--- src/rtl/fbpg_pkg.sv ---
package fbpg_pkg;

  localparam int FB_CNT_W  = 10;
  localparam int FB_NUM_CH = 2;
  localparam int FB_ADDR_W = 3;

  localparam logic [FB_ADDR_W-1:0] ADDR_FREE = 3'd4;

  typedef struct packed {
    logic                inc;
    logic                dec;
    logic                ldFree;
    logic [FB_CNT_W-1:0] freeVal;
  } fbStrobe_t;

  typedef struct packed {
    logic [FB_CNT_W-1:0] asrt;
    logic [FB_CNT_W-1:0] rel;
  } fbThr_t;

endpackage

--- src/rtl/fbpg_ctrl.sv ---
module fbpg_ctrl
  import fbpg_pkg::*;
#(
  parameter int POOL_SIZE   = 1000,
  parameter int HI_ASRT_RST = 100,
  parameter int HI_REL_RST  = 200,
  parameter int LO_ASRT_RST = 300,
  parameter int LO_REL_RST  = 400
) (
  input  logic                            clk,
  input  logic                            rstN,
  input  logic                            allocPulse,
  input  logic                            releasePulse,
  input  logic                            cfgWe,
  input  logic [FB_ADDR_W-1:0]            cfgAddr,
  input  logic [FB_CNT_W-1:0]             cfgWdata,
  output fbStrobe_t                       strobe,
  output fbThr_t [FB_NUM_CH-1:0]          thr
);

  localparam logic [FB_CNT_W-1:0] POOL_V = FB_CNT_W'(POOL_SIZE);

  function automatic fbThr_t rstThr(input int ch);
    fbThr_t t;
    if (ch == 0) begin
      t.asrt = FB_CNT_W'(HI_ASRT_RST);
      t.rel  = FB_CNT_W'(HI_REL_RST);
    end else begin
      t.asrt = FB_CNT_W'(LO_ASRT_RST);
      t.rel  = FB_CNT_W'(LO_REL_RST);
    end
    return t;
  endfunction

  fbThr_t thrQ [FB_NUM_CH];

  // Channel ch owns address 2*ch (assert) and 2*ch+1 (release).
  for (genvar ch = 0; ch < FB_NUM_CH; ch++) begin : g_thr
    localparam logic [FB_ADDR_W-1:0] A_ASRT = FB_ADDR_W'(2 * ch);
    localparam logic [FB_ADDR_W-1:0] A_REL  = FB_ADDR_W'(2 * ch + 1);

    always_ff @(posedge clk) begin
      if (!rstN) begin
        thrQ[ch] <= rstThr(ch);
      end else if (cfgWe) begin
        if (cfgAddr == A_ASRT) thrQ[ch].asrt <= cfgWdata;
        if (cfgAddr == A_REL)  thrQ[ch].rel  <= cfgWdata;
      end
    end

    assign thr[ch] = thrQ[ch];
  end

  logic loadHit;

  always_comb begin
    loadHit        = cfgWe && (cfgAddr == ADDR_FREE);
    strobe.ldFree  = loadHit;
    strobe.freeVal = (cfgWdata > POOL_V) ? POOL_V : cfgWdata;
    strobe.inc     = releasePulse && !allocPulse && !loadHit;
    strobe.dec     = allocPulse && !releasePulse && !loadHit;
  end

endmodule

--- src/rtl/fbpg_hyst.sv ---
module fbpg_hyst
  import fbpg_pkg::*;
(
  input  logic                clk,
  input  logic                rstN,
  input  logic [FB_CNT_W-1:0] level,
  input  logic [FB_CNT_W-1:0] asrtThr,
  input  logic [FB_CNT_W-1:0] relThr,
  output logic                pause
);

  logic pauseQ;

  always_ff @(posedge clk) begin
    if (!rstN) begin
      pauseQ <= 1'b0;
    end else if (level < asrtThr) begin
      pauseQ <= 1'b1;
    end else if (level > relThr) begin
      pauseQ <= 1'b0;
    end
  end

  assign pause = pauseQ;

endmodule

--- src/rtl/fbpg_datapath.sv ---
module fbpg_datapath
  import fbpg_pkg::*;
#(
  parameter int POOL_SIZE = 1000,
  parameter int INIT_FREE = 1000,
  parameter int FULL_W    = 24
) (
  input  logic                   clk,
  input  logic                   rstN,
  input  fbStrobe_t              strobe,
  input  fbThr_t [FB_NUM_CH-1:0] thr,
  output logic [FB_CNT_W-1:0]    freeCnt,
  output logic [FB_NUM_CH-1:0]   pause,
  output logic [FULL_W-1:0]      fullBlocks
);

  localparam logic [FB_CNT_W-1:0] POOL_V = FB_CNT_W'(POOL_SIZE);
  localparam logic [FB_CNT_W-1:0] INIT_V = FB_CNT_W'(INIT_FREE);

  logic [FB_CNT_W-1:0] freeQ;

  always_ff @(posedge clk) begin
    if (!rstN) begin
      freeQ <= INIT_V;
    end else if (strobe.ldFree) begin
      freeQ <= strobe.freeVal;
    end else if (strobe.inc && (freeQ != POOL_V)) begin
      freeQ <= freeQ + 1'b1;
    end else if (strobe.dec && (freeQ != '0)) begin
      freeQ <= freeQ - 1'b1;
    end
  end

  assign freeCnt    = freeQ;
  assign fullBlocks = FULL_W'(POOL_SIZE) - FULL_W'(freeQ);

  for (genvar ch = 0; ch < FB_NUM_CH; ch++) begin : g_ch
    fbpg_hyst u_hyst (
      .clk    (clk),
      .rstN   (rstN),
      .level  (freeQ),
      .asrtThr(thr[ch].asrt),
      .relThr (thr[ch].rel),
      .pause  (pause[ch])
    );
  end

endmodule

--- src/rtl/fbuf_pause_gen.sv ---
module fbuf_pause_gen
  import fbpg_pkg::*;
#(
  parameter int POOL_SIZE   = 1000,
  parameter int INIT_FREE   = 1000,
  parameter int FULL_W      = 24,
  parameter int HI_ASRT_RST = 100,
  parameter int HI_REL_RST  = 200,
  parameter int LO_ASRT_RST = 300,
  parameter int LO_REL_RST  = 400
) (
  input  logic                 clk,
  input  logic                 rstN,
  input  logic                 allocPulse,
  input  logic                 releasePulse,
  input  logic                 cfgWe,
  input  logic [2:0]           cfgAddr,
  input  logic [9:0]           cfgWdata,
  output logic                 hiPause,
  output logic                 loPause,
  output logic [FULL_W-1:0]    fullBlocks
);

  fbStrobe_t                strobe;
  fbThr_t [FB_NUM_CH-1:0]   thrBus;
  logic [FB_CNT_W-1:0]      freeCnt;
  logic [FB_NUM_CH-1:0]     pauseVec;

  fbpg_ctrl #(
    .POOL_SIZE  (POOL_SIZE),
    .HI_ASRT_RST(HI_ASRT_RST),
    .HI_REL_RST (HI_REL_RST),
    .LO_ASRT_RST(LO_ASRT_RST),
    .LO_REL_RST (LO_REL_RST)
  ) u_ctrl (
    .clk         (clk),
    .rstN        (rstN),
    .allocPulse  (allocPulse),
    .releasePulse(releasePulse),
    .cfgWe       (cfgWe),
    .cfgAddr     (cfgAddr),
    .cfgWdata    (cfgWdata),
    .strobe      (strobe),
    .thr         (thrBus)
  );

  fbpg_datapath #(
    .POOL_SIZE(POOL_SIZE),
    .INIT_FREE(INIT_FREE),
    .FULL_W   (FULL_W)
  ) u_dp (
    .clk       (clk),
    .rstN      (rstN),
    .strobe    (strobe),
    .thr       (thrBus),
    .freeCnt   (freeCnt),
    .pause     (pauseVec),
    .fullBlocks(fullBlocks)
  );

  assign hiPause = pauseVec[0];
  assign loPause = pauseVec[1];

endmodule

--- config.mk ---
export PLATFORM = sky130hd
export DESIGN_NAME = fbuf_pause_gen
export DESIGN_NICKNAME = d
export VERILOG_FILES = /design/src/rtl/fbpg_pkg.sv /design/src/rtl/fbpg_ctrl.sv /design/src/rtl/fbpg_hyst.sv /design/src/rtl/fbpg_datapath.sv /design/src/rtl/fbuf_pause_gen.sv
export SDC_FILE = /design/constraint.sdc
export NUM_CORES = 1
export LEC_CHECK = 0
export ABC_AREA = 0
export BUFFER_PORTS_ARGS = -buffer_cell sky130_fd_sc_hd__clkbuf_2
export CAP_MARGIN = 20
export CORE_MARGIN = 10
export CORE_UTILIZATION = 59
export DETAILED_ROUTE_END_ITERATION = 8
export PLACE_DENSITY = 0.8
export SETUP_SLACK_MARGIN = 0.05
export SLEW_MARGIN = 30
export SYNTH_ARGS = -nofsm -noshare
export SYNTH_HDL_FRONTEND = slang
export SYNTH_SLANG_ARGS = --single-unit
--- constraint.sdc ---
create_clock -name clk -period 3.65 [get_ports clk]
set_clock_uncertainty 0.1 [all_clocks]
set_input_delay 0.1825 -clock clk [delete_from_list [all_inputs] [get_ports clk]]
set_output_delay 0.1825 -clock clk [all_outputs]
set_load 0.1 [all_outputs]
==> PnR_summary.wiki, run 1 <==
{| class="wikitable"
! Metric !! Value
|-
| Result of the run || finished, final reports clean
|-
| Measured slew at the worst slew-check pin || 667 ps
|-
| Number of buffers and inverters on the critical path || 1
|-
| Clock tree from TritonCTS || done
|-
| Critical path origin || u_dp.freeCnt[0]
|-
| Most used cell, CP || sky130_fd_sc_hd__ha_1
|-
| Post-synth top area share || 0.319
|-
| Final instance count without filler cells || 505
|-
| Final Hold Vio Count || 0
|-
| Fill cell instance count of the final layout || 519
|-
| Later-pin clock latency in the skew report || 300 ps
|-
| Top-level port count || 44
|-
| Ys async rst share || 0
|-
| Number of buffers created by CTS || 5
|-
| Class of the most critical setup path || register to register
|-
| Setup TNS Final || 0 ps
|-
| Antenna violations before repair || 0
|-
| Slowest stage delay, CP || 510 ps
|-
| Final min period || 3240 ps
|-
| Pin count of the biggest net entering global routing || 22
|-
| Post-synthesis cell count || 387
|-
| Vias per cell || 5.88
|-
| Dominant delay contributor by cell family on the critical path || compound AO/OA/AOI/OAI gates
|-
| Final routed DRC violation total || 0
|-
| Global-route wire length before repair || 14900 um
|-
| Max Clock Freq || 0.309 GHz
|-
| Clock Path Buffers || 2
|-
| Root buffer cell || sky130_fd_sc_hd__clkbuf_8
|-
| Final nets || 493
|-
| Vertical die dimension || 99.9 um
|-
| Core Util, Final || 0.653
|-
| DRT Wirelength || 9140 um
|-
| Required time of the critical path || 3710 ps
|-
| Overall Power || 0.00305 W
|-
| Starting density of the core || 0.600
|-
| Post-synthesis sequential area ratio || 0.383
|-
| Critical-path top delay cell || sky130_fd_sc_hd__dfxtp_1
|-
| Area added between synthesis and finish || 8.90%
|-
| RSZ-0062 raised after global routing || no
|-
| Number of global-route vias before repair || 2953
|-
| Mean routed wirelength per cell || 18.1 um
|-
| Largest cells by area after synthesis || sky130_fd_sc_hd__edfxtp_1 (32%), sky130_fd_sc_hd__ha_1 (16%), sky130_fd_sc_hd__dfxtp_1 (6.4%), sky130_fd_sc_hd__and2_1 (4.5%), sky130_fd_sc_hd__inv_1 (4.4%)
|-
| Standard cell core area || 6280 um^2
|-
| Total setup violations reported at the end of the flow || 0
|-
| Number of vias after detailed routing || 2970
|-
| Count of clock tree sinks || 52
|-
| Final Cell Area || 4100 um^2
|-
| Global router's overall resource usage || 0.186
|-
| Synth cell types || 47
|-
| Rows || 29
|-
| Standard cell area after detailed placement || 4010 um^2
|-
| Worst-path cell chain || inv_1, ha_1, nor3b_2, a41oi_4, nand2_2, ha_1, and2_0, o21ai_0, a31oi_1, nor2_1, xor2_1, a41oi_2
|-
| Leakage dissipation || 1.88 nW
|-
| Sequential cell area || 1440 um^2
|-
| Syn_area_per_cell || 9.73 um^2
|-
| Main flop type after synthesis || sky130_fd_sc_hd__edfxtp_1
|-
| HP Class || primary input to register
|-
| Overflow after GRT || 0
|-
| Power density over cell area || 743 nW/um^2
|-
| Overall die area || 9980 um^2
|-
| Die W || 99.9 um
|-
| Hold path start || cfgWdata[9]
|-
| Multi-input gate area || 2020 um^2
|-
| Number of antenna-violating nets in the routed design || 0
|-
| Placed cells || 497
|-
| DPL Wire Length || 6920 um
|-
| Type of destination of the critical path || register
|-
| Max-cap violations || 0
|-
| Top cell type by total area after synthesis || sky130_fd_sc_hd__edfxtp_1
|-
| Number of synthesized flops with an enable pin || 40
|-
| Gp weighted congestion || 0.951
|-
| Critical Path Start Type || register
|-
| Clock transition at the register clock pins on the worst setup and hold paths after CTS || 90 ps
|-
| Router iterations before antenna repair || 5
|-
| Max_slew headroom || 0.554
|-
| H-tree lvl count || 2
|-
| Total of flip-flops plus latches after synthesis || 52
|-
| Layout cells sized above 1 || 0.166
|-
| Number of setup buffers added after CTS || 0
|-
| Crit Reg-Reg Startpoint || u_dp.freeCnt[0]
|-
| Signal arrival time at the worst endpoint || 3300 ps
|-
| Syn. warnings || 0
|-
| Number of max-slew violations in the final report || 0
|-
| Post-synthesis instance area || 3770 um^2
|-
| Post-Synthesis Net Count || 453
|-
| Port Buf Inserts || 43
|-
| Maximum ir drop on the vdd rail || 1180 uV
|-
| Final Cycle Share || 0.887
|-
| Worst-path maximum fanout || 9
|-
| Starting DRC count in detailed routing || 192
|-
| Antenna cell count || 0
|}
==> cells in the mapped netlist (3+ instances only) <==
library cell,instances
sky130_fd_sc_hd__dfxtp_1,12
sky130_fd_sc_hd__xor2_1,3
sky130_fd_sc_hd__o21ai_0,10
sky130_fd_sc_hd__nor2_1,20
sky130_fd_sc_hd__a21o_1,11
sky130_fd_sc_hd__buf_4,14
sky130_fd_sc_hd__a31oi_1,3
sky130_fd_sc_hd__nand4_1,5
sky130_fd_sc_hd__nand2b_1,13
sky130_fd_sc_hd__inv_1,44
sky130_fd_sc_hd__nor2b_1,9
sky130_fd_sc_hd__a21oi_1,22
sky130_fd_sc_hd__or3_1,11
sky130_fd_sc_hd__nand3_1,7
sky130_fd_sc_hd__and2_1,27
sky130_fd_sc_hd__ha_1,47
sky130_fd_sc_hd__xnor2_1,12
sky130_fd_sc_hd__o2111ai_1,4
sky130_fd_sc_hd__clkbuf_1,4
sky130_fd_sc_hd__nand2_1,15
sky130_fd_sc_hd__nand3b_1,5
sky130_fd_sc_hd__o211a_1,4
sky130_fd_sc_hd__edfxtp_1,40
sky130_fd_sc_hd__o21ai_1,15
==> sequential cells by signal (all words and copies together) (netlist names) <==
signal and count:
u_dp.freeCnt 10, u_ctrl.thrQ 40, u_dp.g_ch.u_hyst.pause 2
==> path summary, 6_finish.rpt <==
kind                          end  slack [ps]  cells past startpoint
hold reg to reg   u_dp.freeCnt[0]         560                      2
setup reg to reg  u_dp.freeCnt[8]         410                     12
hold / removal    u_dp.freeCnt[9]         160                      3
setup / recovery  u_dp.freeCnt[8]         410                     12
==> through the flow <==
stage,hold WS (ps),setup WS [ps]
2_1_floorplan,218,190
3_3_place_gp,472,556
3_5_place_dp,474,392
4_1_cts,156,366
5_1_grt,181,139
6_report,163,414
==> layout by cell type, fill, tap and decap left out, drive strengths merged, types with 3 or more instances in the layout <==
cell type | synthesis | layout
nand4 | 5 | 5
xor2 | 3 | 3
a21oi | 23 | 23
and2 | 28 | 28
o21ai | 25 | 25
nand3 | 8 | 8
o211a | 4 | 4
inv | 44 | 44
ha | 47 | 47
o2111ai | 4 | 4
or3 | 11 | 11
nand3b | 5 | 5
clkbuf | 4 | 49
nor2 | 20 | 20
a31oi | 3 | 3
nand2b | 13 | 13
xnor2 | 12 | 12
edfxtp | 40 | 40
dfxtp | 12 | 12
a21o | 11 | 11
buf | 16 | 10
nor2b | 9 | 9
and4 | 3 | 3
nand2 | 16 | 16
==> per-layer routing <==
metal  GRT usage  share of wire
met5           0              0
met4      0.0463          0.019
met3      0.0323          0.076
met2       0.331           0.49
met1       0.225           0.42
==> repair_timing <==
item                       in CTS  in global routing
gates resized for setup         0                  1
hold endpoints to repair        0                  0
setup endpoints to repair       0                  1
hold buffers                    0                  0
==> worst reg2reg max path, stage by stage (launching register included) <==
cell and delay (ps):
sky130_fd_sc_hd__dfxtp_1 510, sky130_fd_sc_hd__inv_1 210, sky130_fd_sc_hd__ha_1 290, sky130_fd_sc_hd__nor3b_2 200, sky130_fd_sc_hd__a41oi_4 270, sky130_fd_sc_hd__nand2_2 180, sky130_fd_sc_hd__ha_1 400, sky130_fd_sc_hd__and2_0 180
sky130_fd_sc_hd__o21ai_0 220, sky130_fd_sc_hd__a31oi_1 110, sky130_fd_sc_hd__nor2_1 130, sky130_fd_sc_hd__xor2_1 200, sky130_fd_sc_hd__a41oi_2 130
==> logic make-up (layout without fill, tap and decap cells) <==
group                      after synthesis  count (layout)  synth area share
adders and majority gates               48              48             0.161
DFF                                     52              52             0.383
AOI/OAI and AO/OA                       83              83             0.149
buffers and inverters                   64             105            0.0817
and+or+nand+nor                        125             125             0.190
xor gates and xnor gates                15              15            0.0349
==> report_power, final <==
group	switching (W)	internal, W	total, W
registers	0.0000577	0.000696	0.000754
logic	0.00155	0.000430	0.00198
clock network	0.000181	0.000133	0.000315
total	0.00179	0.00126	0.00305
==> layout make-up <==
| class | count | area share |
|---|---|---|
| Clock inverter | 2 | 0.00275 |
| Tap cell | 77 | 0.0235 |
| Multi-Input combinational cell | 271 | 0.494 |
| Sequential cell | 52 | 0.351 |
| Clock buffer | 6 | 0.0177 |
| Timing Repair Buffer | 53 | 0.0708 |
| Inverter | 44 | 0.0403 |
Note: power is estimated with default switching activity, not from simulation.
==> inputs of run 2 (changes only) <==
--- a/config.mk
+++ b/config.mk
@@ -5,9 +5,9 @@
 export SDC_FILE = /design/constraint.sdc
 export NUM_CORES = 1
 export LEC_CHECK = 0
-export ABC_AREA = 0
 export BUFFER_PORTS_ARGS = -buffer_cell sky130_fd_sc_hd__clkbuf_2
 export CAP_MARGIN = 20
+export CORE_ASPECT_RATIO = 1.5
 export CORE_MARGIN = 10
 export CORE_UTILIZATION = 59
 export DETAILED_ROUTE_END_ITERATION = 8
==> PnR_summary.wiki, run 2 (synthesized netlist as in run 1, its figures left out) <==
{| class="wikitable"
! Metric !! Value
|-
| Number of setup buffers added after CTS || 0
|-
| Post-Place Worst Slack || 400 ps
|-
| Worst-path cell chain || inv_1, ha_1, nor3b_2, a41oi_4, nand2_2, ha_1, and2_0, o21ai_0, a31oi_1, nor2_1, xor2_1, a41oi_2
|-
| Vertical die dimension || 118 um
|-
| Most common library cell in the layout ignoring fill and taps || sky130_fd_sc_hd__ha_1
|-
| Placed cells || 493
|-
| Signal arrival time at the worst endpoint || 3280 ps
|-
| Final Cycle Share || 0.878
|-
| Final Hold Vio Count || 0
|-
| Worst-path maximum fanout || 9
|-
| Count of clock tree sinks || 52
|-
| Starting DRC count in detailed routing || 186
|-
| Pin count of the biggest net entering global routing || 22
|-
| Maximum ir drop on the vdd rail || 387 uV
|-
| Antenna cell count || 0
|-
| Layout cells sized above 1 || 0.164
|-
| Number of antenna-violating nets in the routed design || 0
|-
| Global router's overall resource usage || 0.185
|-
| Antenna violations before repair || 0
|-
| Final nets || 492
|-
| Class of the most critical setup path || register to register
|-
| Crit path setup slack, layout || 445 ps
|-
| H-tree lvl count || 2
|-
| Max Clock Freq || 0.312 GHz
|-
| Number of max-slew violations in the final report || 0
|-
| Total setup violations reported at the end of the flow || 0
|-
| Clock transition at the register clock pins on the worst setup and hold paths after CTS || 100 ps
|-
| Slowest stage delay, CP || 490 ps
|-
| Clock tree from TritonCTS || done
|-
| Vias per cell || 5.83
|-
| Final min period || 3210 ps
|-
| Root buffer cell || sky130_fd_sc_hd__clkbuf_8
|-
| Dominant delay contributor by cell family on the critical path || compound AO/OA/AOI/OAI gates
|-
| Required time of the critical path || 3720 ps
|-
| Rows || 35
|-
| Power density over cell area || 748 nW/um^2
|-
| DRT Wirelength || 9210 um
|-
| Number of gates given a new drive strength after cts || 0
|-
| Router iterations before antenna repair || 4
|-
| Number of buffers inserted by hold repair at cts || 0
|-
| Overflow after GRT || 0
|-
| Setup TNS Final || 0 ps
|-
| Max_slew headroom || 0.542
|-
| Standard cell core area || 6170 um^2
|-
| Critical-path top delay cell || sky130_fd_sc_hd__dfxtp_1
|-
| Register containing the most flip-flops in the final layout || u_ctrl.thrQ
|-
| Measured slew at the worst slew-check pin || 685 ps
|-
| Final routed DRC violation total || 0
|-
| Leakage dissipation || 1.88 nW
|-
| Clock Path Buffers || 2
|-
| Starting density of the core || 0.610
|-
| Gp weighted congestion || 0.897
|-
| Max-cap violations || 0
|-
| Die W || 85.2 um
|-
| Overall die area || 10000 um^2
|-
| HP Class || primary input to register
|-
| Area added between synthesis and finish || 8.60%
|-
| Commonest non-fill, non-tap cells in the layout || sky130_fd_sc_hd__ha_1 (47), sky130_fd_sc_hd__inv_1 (44), sky130_fd_sc_hd__clkbuf_2 (43), sky130_fd_sc_hd__edfxtp_1 (40), sky130_fd_sc_hd__and2_1 (27)
|-
| Number of global-route vias before repair || 2992
|-
| Type of destination of the critical path || register
|-
| Final instance count without filler cells || 501
|-
| Global-route wire length before repair || 14900 um
|-
| RSZ-0062 raised after global routing || no
|-
| Critical Path Start Type || register
|-
| DPL Wire Length || 6920 um
|-
| Number of vias after detailed routing || 2922
|-
| Result of the run || finished, final reports clean
|-
| Most used cell, CP || sky130_fd_sc_hd__ha_1
|-
| Max FFs per register || 40
|-
| Later-pin clock latency in the skew report || 310 ps
|-
| Number of buffers created by CTS || 5
|-
| Top-level port count || 44
|-
| Port Buf Inserts || 43
|-
| Number of buffers and inverters on the critical path || 1
|-
| Mean routed wirelength per cell || 18.4 um
|}
[run 2: cell types whose count changed in the layout (fill, tap and decap cells not counted)]
cell	previous run	this run
sky130_fd_sc_hd__buf_4	10	9
sky130_fd_sc_hd__clkinv_1	1	0
sky130_fd_sc_hd__clkinv_4	0	1
sky130_fd_sc_hd__o31ai_1	1	2
sky130_fd_sc_hd__o31ai_2	1	0
[run 2: worst register-to-register path, stage by stage, from the launching register on]
cell and delay (ps):
sky130_fd_sc_hd__dfxtp_1 490, sky130_fd_sc_hd__inv_1 200, sky130_fd_sc_hd__ha_1 270, sky130_fd_sc_hd__nor3b_2 190, sky130_fd_sc_hd__a41oi_4 290, sky130_fd_sc_hd__nand2_2 180
sky130_fd_sc_hd__ha_1 380, sky130_fd_sc_hd__and2_0 170, sky130_fd_sc_hd__o21ai_0 230, sky130_fd_sc_hd__a31oi_1 120, sky130_fd_sc_hd__nor2_1 120, sky130_fd_sc_hd__xor2_1 190
sky130_fd_sc_hd__a41oi_2 120
[run 2: path summary, 6_finish.rpt]
path / slack (ps) / endpoint / startpoint / depth (start not counted)
worst min-delay path: 170 / u_ctrl.thrQ[0][0] / cfgWdata[0] / 2
worst max register to register: 440 / u_dp.freeCnt[8] / u_dp.freeCnt[0] / 12
worst min register to register: 570 / u_dp.freeCnt[0] / u_dp.freeCnt[0] / 2
worst max-delay path: 440 / u_dp.freeCnt[8] / u_dp.freeCnt[0] / 12
[run 2: power breakdown]
group	internal, W	switching (W)	total (W)	leakage (nW)
combinational	0.000427	0.00154	0.00197	1.35
clock	0.000137	0.000198	0.000334	0.0414
sequential	0.000696	0.0000605	0.000756	0.490
total	0.00126	0.00180	0.00306	1.88
[run 2: layer usage]
metal / vias to the layer above / GRT usage / part of all wire
li1: 1441 / - / -
met1: 1373 / 0.197 / 0.37
met2: 87 / 0.333 / 0.53
met3: 21 / 0.0395 / 0.068
met4: 0 / 0.0785 / 0.028
met5: - / 0 / 0
[run 2: through the flow]
stage / utilization / area, um^2 / hold WS [ps] / total power, W
after floorplan: - / 3770 / 218 / 0.00249
after global placement: 0.648 / 4000 / 481 / 0.00271
after detailed placement: 0.648 / 4000 / 495 / 0.00274
after CTS: 0.662 / 4090 / 172 / 0.00307
after global routing: 0.662 / 4090 / 161 / 0.00321
final: 0.662 / 4090 / 174 / 0.00306
[run 2: final cells by class]
cell class / instances / area, um^2
Clock inverter: 2 / 16.3
Timing Repair Buffer: 52 / 283
Clock buffer: 6 / 72.6
Sequential cell: 52 / 1440
Multi-Input combinational cell: 271 / 2020
Fill cell: 525 / 2080
Inverter: 44 / 165
Tap cell: 74 / 92.6
